===== config.mk =====
export PLATFORM = sky130hd
export DESIGN_NAME = edge_event_counter
export DESIGN_NICKNAME = d
export VERILOG_FILES = /design/src/rtl/evc_pkg.sv /design/src/rtl/evc_edge_detect.sv /design/src/rtl/evc_cmp_buffer.sv /design/src/rtl/evc_count_core.sv /design/src/rtl/edge_event_counter.sv
export SDC_FILE = /design/constraint.sdc
export NUM_CORES = 1
export LEC_CHECK = 0
export BUFFER_PORTS_ARGS = -buffer_cell sky130_fd_sc_hd__buf_4
export CORE_MARGIN = 2
export CORE_UTILIZATION = 40
export DETAILED_ROUTE_END_ITERATION = 6
export HOLD_SLACK_MARGIN = 0.15
export PLACE_DENSITY = 0.66
export SYNTH_ARGS = -nofsm -noshare
export SYNTH_HDL_FRONTEND = slang
export SYNTH_HIERARCHICAL = 1
export SYNTH_SLANG_ARGS = --single-unit

===== constraint.sdc =====
create_clock -name clk -period 4.8 [get_ports clk]
set_clock_uncertainty 0.05 [all_clocks]
set_input_delay 0 -clock clk [delete_from_list [all_inputs] [get_ports clk]]
set_output_delay 0 -clock clk [all_outputs]
set_load 0.01 [all_outputs]

===== src/rtl/evc_pkg.sv =====
package evc_pkg;
  typedef enum logic [1:0] {
    EDGE_NONE = 2'b00,
    EDGE_RISE = 2'b01,
    EDGE_FALL = 2'b10,
    EDGE_BOTH = 2'b11
  } edge_mode_e;
endpackage


===== src/rtl/evc_edge_detect.sv =====
module evc_edge_detect
  import evc_pkg::*;
#(
  parameter int SYNC_STAGES = 2
) (
  input  logic       clk,
  input  logic       rst_n,
  input  logic       async_i,
  input  logic [1:0] mode_i,
  output logic       evt_o
);
  localparam int LAST = SYNC_STAGES - 1;

  logic [LAST:0] sync_q;
  logic [LAST:0] sync_n;
  logic          prev_q;
  logic          rise, fall;
  edge_mode_e    mode;

  // synchroniser chain
  always_comb begin
    sync_n = {sync_q[LAST-1:0], async_i};
  end

  always_ff @(posedge clk or negedge rst_n) begin
    if (!rst_n) begin
      sync_q <= '0;
      prev_q <= 1'b0;
    end else begin
      sync_q <= sync_n;
      prev_q <= sync_q[LAST];
    end
  end

  always_comb begin
    mode = edge_mode_e'(mode_i);
    rise = sync_q[LAST] & ~prev_q;
    fall = ~sync_q[LAST] & prev_q;
    unique case (mode)
      EDGE_RISE: evt_o = rise;
      EDGE_FALL: evt_o = fall;
      EDGE_BOTH: evt_o = rise | fall;
      default:   evt_o = 1'b0;
    endcase
  end

  assert_none_silent_R3: assert property (@(posedge clk) disable iff (!rst_n)
    (mode_i == 2'b00) |-> !evt_o);
  assert_single_kind_R3: assert property (@(posedge clk) disable iff (!rst_n)
    (evt_o && mode_i != 2'b11 && $stable(mode_i)) |=> !evt_o);
endmodule


===== src/rtl/evc_cmp_buffer.sv =====
module evc_cmp_buffer #(
  parameter int CNT_W = 16
) (
  input  logic             clk,
  input  logic             rst_n,
  input  logic             wr_i,
  input  logic [CNT_W-1:0] wdata_i,
  input  logic             load_i,
  output logic [CNT_W-1:0] hold_o,
  output logic [CNT_W-1:0] active_o
);
  logic [CNT_W-1:0] hold_q, hold_n;
  logic [CNT_W-1:0] act_q, act_n;

  always_comb begin
    hold_n = hold_q;
    if (wr_i) hold_n = wdata_i;
    act_n = act_q;
    if (load_i) act_n = hold_q;
  end

  always_ff @(posedge clk or negedge rst_n) begin
    if (!rst_n) begin
      hold_q <= '0;
      act_q  <= '0;
    end else begin
      if (wr_i)   hold_q <= hold_n;
      if (load_i) act_q  <= act_n;
    end
  end

  assign hold_o   = hold_q;
  assign active_o = act_q;

  assert_buffer_steady_R8: assert property (@(posedge clk) disable iff (!rst_n)
    !load_i |=> $stable(active_o));
  assert_buffer_copies_R8: assert property (@(posedge clk) disable iff (!rst_n)
    load_i |=> (active_o == $past(hold_o)));
endmodule


===== src/rtl/evc_count_core.sv =====
module evc_count_core #(
  parameter int CNT_W = 16
) (
  input  logic             clk,
  input  logic             rst_n,
  input  logic             enable_i,
  input  logic             evt_i,
  input  logic [CNT_W-1:0] cmp_hold_i,
  input  logic [CNT_W-1:0] cmp_active_i,
  output logic             clear_o,
  output logic [CNT_W-1:0] count_o,
  output logic             irq_o
);
  localparam logic [CNT_W-1:0] ALL_ONES = '1;
  localparam logic [CNT_W-1:0] ONE      = CNT_W'(1);

  logic [CNT_W-1:0] cnt_q, cnt_n;
  logic             pend_q, pend_n;
  logic             irq_q, irq_n;
  logic [CNT_W-1:0] cmp_eff;
  logic             step;

  always_comb begin
    step    = enable_i & evt_i;
    clear_o = step & pend_q;
    cmp_eff = clear_o ? cmp_hold_i : cmp_active_i;
    cnt_n   = cnt_q;
    pend_n  = pend_q;
    irq_n   = 1'b0;
    if (!enable_i) begin
      cnt_n  = ALL_ONES;
      pend_n = 1'b0;
    end else if (step) begin
      cnt_n  = pend_q ? '0 : cnt_q + ONE;
      irq_n  = (cnt_n == cmp_eff);
      pend_n = irq_n;
    end
  end

  always_ff @(posedge clk or negedge rst_n) begin
    if (!rst_n) begin
      cnt_q  <= ALL_ONES;
      pend_q <= 1'b0;
      irq_q  <= 1'b0;
    end else begin
      cnt_q  <= cnt_n;
      pend_q <= pend_n;
      irq_q  <= irq_n;
    end
  end

  assign count_o = cnt_q;
  assign irq_o   = irq_q;

  assert_off_value_R2: assert property (@(posedge clk) disable iff (!rst_n)
    !enable_i |=> (count_o == ALL_ONES && !irq_o));
  assert_step_up_R4: assert property (@(posedge clk) disable iff (!rst_n)
    (enable_i && evt_i && !pend_q) |=> (count_o == $past(count_o) + ONE));
  assert_clear_after_match_R6: assert property (@(posedge clk) disable iff (!rst_n)
    (enable_i && evt_i && pend_q) |=> (count_o == '0));
  assert_irq_single_R5: assert property (@(posedge clk) disable iff (!rst_n)
    irq_o |=> !irq_o);
  assert_irq_has_edge_R5: assert property (@(posedge clk) disable iff (!rst_n)
    $rose(irq_o) |-> $past(enable_i && evt_i));
  assert_hold_without_edge_R4: assert property (@(posedge clk) disable iff (!rst_n)
    (enable_i && !evt_i) |=> $stable(count_o));
endmodule


===== src/rtl/edge_event_counter.sv =====
module edge_event_counter
  import evc_pkg::*;
#(
  parameter int CNT_W       = 16,
  parameter int SYNC_STAGES = 2
) (
  input  logic             clk,
  input  logic             rst_n,
  input  logic             enable,
  input  logic [1:0]       edge_sel,
  input  logic             cmp_wr,
  input  logic [CNT_W-1:0] cmp_wdata,
  input  logic             event_in,
  output logic [CNT_W-1:0] count_q,
  output logic             irq
);
  logic             evt;
  logic             clear_evt;
  logic             buf_load;
  logic [CNT_W-1:0] cmp_hold;
  logic [CNT_W-1:0] cmp_active;

  evc_edge_detect #(.SYNC_STAGES(SYNC_STAGES)) u_edge (
    .clk     (clk),
    .rst_n   (rst_n),
    .async_i (event_in),
    .mode_i  (edge_sel),
    .evt_o   (evt)
  );

  // buffer follows the holding register while idle, and again at each clear
  assign buf_load = ~enable | clear_evt;

  evc_cmp_buffer #(.CNT_W(CNT_W)) u_cmp (
    .clk      (clk),
    .rst_n    (rst_n),
    .wr_i     (cmp_wr),
    .wdata_i  (cmp_wdata),
    .load_i   (buf_load),
    .hold_o   (cmp_hold),
    .active_o (cmp_active)
  );

  evc_count_core #(.CNT_W(CNT_W)) u_core (
    .clk          (clk),
    .rst_n        (rst_n),
    .enable_i     (enable),
    .evt_i        (evt),
    .cmp_hold_i   (cmp_hold),
    .cmp_active_i (cmp_active),
    .clear_o      (clear_evt),
    .count_o      (count_q),
    .irq_o        (irq)
  );
endmodule


==> flow_summary_export.csv, run 1 <==
group,metric,value,unit
run_status,run_status,"completed",
route,wl_per_cell,15.55,µm
clock_network,insertion_delay,0.31,ns
pwr,pwr-share-comb,0.328,
finish,n_antenna_cell,0,
global_routing,grt_pass1_vias,2299,
finish,drive_gt1_frac,0.3041,
pwr,power.internal,0.0008776,W
place,hpwlAfterDp,4.605,mm
clock_network,clock_sinks,53,
timing,setup_viol,0,
worst_setup_path,worstSetupPathType,"reg -> reg",
worst_setup_path,cpMaxStageDelayCell,"nand2b_1",
synthesis,seq_area_frac_synth,0.4383,
clock_network,cts_tree,"done",
route,wirelength,6.859,mm
global_routing,grtUsageTotal,0.1744,
die,io_pins,40,
die,fp-row-count,31,
route,first_pass_iters,4,
timing,fmax,329.1,MHz
timing,maxSlewViolCount,0,
finish,multi_input_area,1545,µm²
global_routing,grt_max_degree,54,
timing,min_period,3.039,ns
die,dieHeight,91.63,µm
die,dieArea,8396,µm²
worst_setup_path,path_cells,"inv_1 > ha_1 > nor2b_1 > o21ai_1 > o21ai_1 > buf_4 > nand3_1 > inv_1 > nand2b_1 > mux2_2",
place,io_buffers,39,
timing,period_share,0.6331,
pwr,p_sw,0.0004045,W
finish,area.growth.synth_to_final,24.32,%
synthesis,synth_area,3072,µm²
min_path,min_path_type,"in -> async",
place,post-place-ws,1.747,ns
timing,tightestPinTransition,0.9408,ns
synthesis,async_reset_ff_frac,1.000,
global_routing,antenna_found_initial,0,
finish,fillers,671,
clock_network,numCtsBuffers,5,
synthesis,synth.net_count,305,
clock_network,cts_setup_buffers,0,
synthesis,synth_flop_cell,"dfrtp_1",
synthesis,avgSynthCellArea,11.01,µm²
finish,layout_commonest_cell,"buf_4",
worst_setup_path,max_stage_delay,0.73,ns
route,via_per_inst,5.299,
die,die_x,91.63,µm
pwr,swShare,0.3155,
pwr,ir_drop,0.1690,mV
finish,seq_area,1346,µm²
worst_setup_path,critPathCaptureType,"flop",
pwr,power_density,335.7,nW/µm²
timing,tns,0,ns
synthesis,ys_ff_latch,53,
clock_network,cts_root_buf,"clkbuf_8",
synthesis,synth_edf_count,0,
global_routing,grt_overflow_total,0,
pwr,p_seq_frac,0.440,
global_routing,grt_pass1_wl,11.67,mm
route,ant_nets,0,
worst_setup_path,cp_max_fo,26,
worst_setup_path,required,4.95,ns
synthesis,synthCells,279,
synthesis,ys_warn_count,6,
clock_network,clk_pin_slew_worst_paths,0.09,ns
timing,setup_slack,1.761,ns
timing,slew_headroom,0.3728,
job,max_cap_viol_count,0,
route,drt_first_iter_violations,203,
die,core_area,7331,µm²
worst_setup_path,cp.arrival,3.19,ns
place,place.gp.congestion,0.9088,
finish,layout_common_cells,"40 x buf_4, 37 x dfrtp_1, 35 x dlygate4sd3_1",
timing,finalHoldViolations,0,
clock_network,clockBufferDepth,2,
route,drc,0,
synthesis,synth_cell_types,52,
route,vias,2337,
clock_network,htreeDepth,2,
finish,fin_nets,368,
pwr,p_leak,1.742,nW
worst_setup_path,start_kind,"flop",
die,initial_core_util,0.4190,
pwr,power_frac_clock,0.232,
timing,rsz0062_at_grt,"no",
final cells by class:
class / count / share of cell area
repair buffers: 75 / 0.1704
well taps: 99 / 0.03244
multi-input cells: 194 / 0.4047
inverters: 13 / 0.01278
flip-flops and latches: 53 / 0.3526
clock inverters: 2 / 0.009174
clock buffers: 5 / 0.01802
kinds of logic (layout without fill, tap and decap cells):
logic type,Yosys count,after routing,synth area share
compound gates,46,46,0.1116
simple gates,82,82,0.1426
fa+ha+maj,3,3,0.01222
buf+inv,32,95,0.05865
mux,45,45,0.1853
flops,53,53,0.4383
xor+xnor,18,18,0.05132
through the flow:
stage / total power (W) / hold slack [ns] / cell area (µm²) / cells / utilization
detailed placement: 0.0009557 / 0.03226 / 3364 / 399 / 0.4590
global route: 0.001364 / 0.2364 / 3819 / 441 / 0.5209
finish: 0.001282 / 0.2130 / 3819 / 441 / 0.5209
global placement: 0.0009451 / 0.02470 / 3364 / 399 / 0.4590
floorplan: 0.0008532 / -0.3456 / 3072 / 279 / -
CTS: 0.001288 / 0.1866 / 3819 / 441 / 0.5209
power groups by stage:
stage	sequential, W	combinational, W	clock (W)
after detailed placement	0.000573	0.000383	0
after global routing	0.000575	0.000463	0.000326
final	0.000564	0.000420	0.000298
after global placement	0.000571	0.000374	0
after floorplan	0.000553	0.000300	0
after CTS	0.000565	0.000417	0.000306
synthesized netlist by cell type (all sizes together), types with 2 or more instances:
| master | instances | area [µm²] |
|---|---|---|
| nor2b | 6 | 37.54 |
| dfrtp | 37 | 925.9 |
| o211ai | 3 | 22.52 |
| or4 | 4 | 30.03 |
| nand2 | 21 | 81.33 |
| ha | 3 | 37.54 |
| nor2 | 12 | 45.04 |
| mux2i | 10 | 100.1 |
| xor2 | 7 | 61.31 |
| nor3 | 6 | 30.03 |
| o31ai | 3 | 27.52 |
| xnor2 | 11 | 96.34 |
| clkbuf | 8 | 31.28 |
| a221o | 2 | 20.02 |
| mux2 | 35 | 469.2 |
| inv | 13 | 48.80 |
| o221ai | 3 | 26.28 |
| and2 | 2 | 12.51 |
| nor4 | 5 | 37.53 |
| or3 | 2 | 12.51 |
| nand3 | 11 | 67.57 |
| and3 | 2 | 12.51 |
| o21a | 3 | 22.52 |
| dfstp | 16 | 420.4 |
| o2111ai | 2 | 23.77 |
| buf | 11 | 100.1 |
| a211oi | 2 | 15.01 |
| nand4 | 6 | 37.54 |
| nand2b | 3 | 18.77 |
| o21ai | 12 | 60.06 |
| a21oi | 3 | 15.01 |
| o311ai | 7 | 61.31 |
final timing paths:
check / start / end / slack (ns) / cells past startpoint
worst max-delay path: u_edge/sync_q[1]$_DFF_PN0_ / u_cmp/active_o[4]$_DFFE_PN0P_ / 1.76 / 10
worst min-delay path: rst_n / u_cmp/hold_o[1]$_DFFE_PN0P_ / 0.21 / 2
worst max register to register: u_edge/sync_q[1]$_DFF_PN0_ / u_cmp/active_o[4]$_DFFE_PN0P_ / 1.76 / 10
worst min register to register: u_edge/sync_q[0]$_DFF_PN0_ / u_edge/sync_q[1]$_DFF_PN0_ / 0.30 / 0
max in group asynchronous: rst_n / u_edge/sync_q[1]$_DFF_PN0_ / 4.05 / 2
min in group clk: edge_sel[0] / u_core/count_o[1]$_DFFE_PN1P_ / 0.21 / 5
what timing repair did:
item                                   4_1_cts  5_1_grt
hold buffers                                35        0
endpoints found under the hold margin       87        0
resized for setup                            0        0
sequential cells by signal, summed over array words and instances (netlist names):
name / flops
u_cmp/active_o: 16
u_cmp/hold_o: 16
u_core/count_o: 16
u_core/irq_o: 1
u_core/pend_q: 1
u_edge/prev_q: 1
u_edge/sync_q: 2
metal layers:
metal | GRT usage | part of all wire | vias up | wire (µm)
met5 | 0 | 0 | - | 0
met4 | 0.04672 | 0.0054 | 0 | 37
met3 | 0.03533 | 0.042 | 4 | 291
met2 | 0.2623 | 0.47 | 57 | 3192
met1 | 0.2558 | 0.49 | 1144 | 3337
li1 | - | - | 1132 | -
critical path: cells and delay by family (launching register included):
family          cells  cell delay, ns
buf+inv             3            0.49
simple gates        3            1.17
compound gates      2            0.15
flops               1            0.38
fa+ha+maj           1            0.28
mux                 1            0.41
Power figures use the tool's default switching activity.
==> run 2: changes to the inputs <==
Clock period 4.8 ns to 3 ns, I/O delays scaled along.
==> run 2 against run 1 <==
  * Combinational power is 60% higher
  * First-iteration DRC count is 25% lower
  * Wire length is 0.90% higher
  * Critical path depth is 1 higher
  * Utilization is 0.22 points higher
  * Critical path type unchanged
  * Critical endpoint is now u_core/pend_q$_DFFE_PN0P_
  * Largest power group unchanged
==> flow_summary_export.csv, run 2 (synthesized netlist as in run 1, its figures left out) <==
group,metric,value,unit
run_status,run_status,"completed",
job,max_cap_viol_count,0,
clock_network,cts_tree,"done",
place,place_inst,402,
clock_network,clock_sinks,53,
worst_setup_path,path_cells,"inv_1 > ha_1 > nor2b_1 > o21ai_1 > o21ai_1 > nand3_1 > mux2i_1 > xor2_1 > nor4_1 > nand4_1 > o31ai_2",
worst_setup_path,cpMaxStageDelayCell,"dfrtp_1",
finish,layout_commonest_cell,"buf_4",
place,hpwlAfterDp,4.796,mm
die,core_area,7331,µm²
clock_network,insertion_delay,0.32,ns
timing,tns,0,ns
timing,setup_viol,0,
timing,setup_slack,0.3716,ns
global_routing,grt_pass1_wl,11.41,mm
pwr,power_density,525.3,nW/µm²
clock_network,post_cts_resized,0,
route,via_per_inst,5.326,
clock_network,clockBufferDepth,2,
finish,n_antenna_cell,0,
die,die_x,91.63,µm
worst_setup_path,critPathLaunch,"u_edge/sync_q[1]$_DFF_PN0_",
die,initial_core_util,0.4190,
timing,holdWs,0.1952,ns
timing,rsz0062_at_grt,"no",
pwr,p_leak,1.753,nW
route,vias,2370,
min_path,min_path_type,"in -> async",
die,dieArea,8396,µm²
timing,tightestPinTransition,0.6564,ns
global_routing,grt_pass1_vias,2254,
clock_network,cts_setup_buffers,0,
timing,maxSlewViolCount,0,
clock_network,hold_buffers,35,
finish,area.growth.synth_to_final,24.85,%
pwr,pwr-share-comb,0.334,
route,first_pass_iters,5,
timing,finalHoldViolations,0,
route,wl_per_cell,15.55,µm
pwr,ir_drop,0.2478,mV
timing,period_share,0.8761,
worst_setup_path,cp_max_fo,7,
clock_network,cts_root_buf,"clkbuf_8",
place,io_buffers,39,
worst_setup_path,start_kind,"flop",
worst_setup_path,path_common_cell,"o21ai_1",
finish,layout_common_cells,"43 x buf_4, 37 x dfrtp_1, 35 x dlygate4sd3_1",
finish,stdcell_count,445,
finish,fin_nets,371,
clock_network,numCtsBuffers,5,
route,wirelength,6.921,mm
pwr,p_sw,0.0006780,W
global_routing,antenna_found_initial,0,
clock_network,clk_pin_slew_worst_paths,0.11,ns
worst_setup_path,max_stage_delay,0.39,ns
pwr,swShare,0.3366,
route,ant_nets,0,
global_routing,grt_overflow_total,0,
die,fp-row-count,31,
timing,fmax,380.5,MHz
worst_setup_path,required,3.19,ns
clock_network,htreeDepth,2,
worst_setup_path,worstSetupPathType,"reg -> reg",
worst_setup_path,critPathCaptureType,"flop",
die,io_pins,40,
timing,min_period,2.628,ns
global_routing,grtUsageTotal,0.1694,
route,drc,0,
finish,drive_gt1_frac,0.3121,
pwr,power_frac_clock,0.219,
pwr,power.internal,0.001337,W
place,place.gp.congestion,0.8717,
global_routing,grt_max_degree,54,
worst_setup_path,timing.rr.start,"u_edge/sync_q[1]$_DFF_PN0_",
pwr,p_seq_frac,0.447,
die,dieHeight,91.63,µm
worst_setup_path,cp.arrival,2.82,ns
route,drt_first_iter_violations,153,
timing,slew_headroom,0.5624,
place,post-place-ws,0.4063,ns
run 2: area by class of cell:
| type | count | area [µm²] |
|---|---|---|
| Fill cell | 655 | 3496 |
| Multi-Input combinational cell | 194 | 1545 |
| Sequential cell | 53 | 1346 |
| Timing Repair Buffer | 78 | 673.1 |
| Tap cell | 99 | 123.9 |
| Clock buffer | 5 | 68.82 |
| Inverter | 13 | 48.80 |
| Clock inverter | 3 | 28.78 |
run 2: power groups by stage:
| stage | Sequential, W | Combinational [W] | Clock [W] |
|---|---|---|---|
| after floorplan | 0.000885 | 0.000480 | 0 |
| after global placement | 0.000912 | 0.000601 | 0 |
| after detailed placement | 0.000915 | 0.000617 | 0 |
| after CTS | 0.000902 | 0.000669 | 0.000456 |
| after global routing | 0.000916 | 0.000731 | 0.000477 |
| final | 0.000901 | 0.000672 | 0.000441 |
run 2: worst max-delay path: cells and delay by family, from the launching register on:
kind	cells	cell delay [ns]
adder cells (fa/ha/maj)	1	0.28
AO/OA/AOI/OAI	3	0.48
multiplexers	1	0.30
AND/OR/NAND/NOR	4	0.90
XOR/XNOR	1	0.10
flip-flops	1	0.39
buffers and inverters	1	0.05
run 2: routing by layer:
layer / vias to the layer above / track usage / routed length (µm)
li1: 1138 / - / -
met1: 1162 / 0.2291 / 3099
met2: 56 / 0.2745 / 3414
met3: 14 / 0.03451 / 313
met4: 0 / 0.05051 / 93
met5: - / 0 / 0
run 2: path summary, 6_finish.rpt:
check	endpoint	slack, ns	cells past startpoint
max	u_core/pend_q$_DFFE_PN0P_	0.37	11
min	u_cmp/hold_o[1]$_DFFE_PN0P_	0.20	2
max reg2reg	u_core/pend_q$_DFFE_PN0P_	0.37	11
min reg2reg	u_edge/sync_q[1]$_DFF_PN0_	0.31	0
max in group asynchronous	u_cmp/active_o[12]$_DFFE_PN0P_	2.26	2
min in group clk	u_core/irq_o$_DFF_PN0_	0.27	6
run 2: stage by stage:
| stage | utilization | power [W] | instance area (µm²) |
|---|---|---|---|
| after floorplan | - | 0.001365 | 3072 |
| final | 0.5231 | 0.002015 | 3835 |
| after detailed placement | 0.4620 | 0.001532 | 3387 |
| after global routing | 0.5231 | 0.002125 | 3835 |
| after global placement | 0.4620 | 0.001513 | 3387 |
| after CTS | 0.5231 | 0.002027 | 3835 |
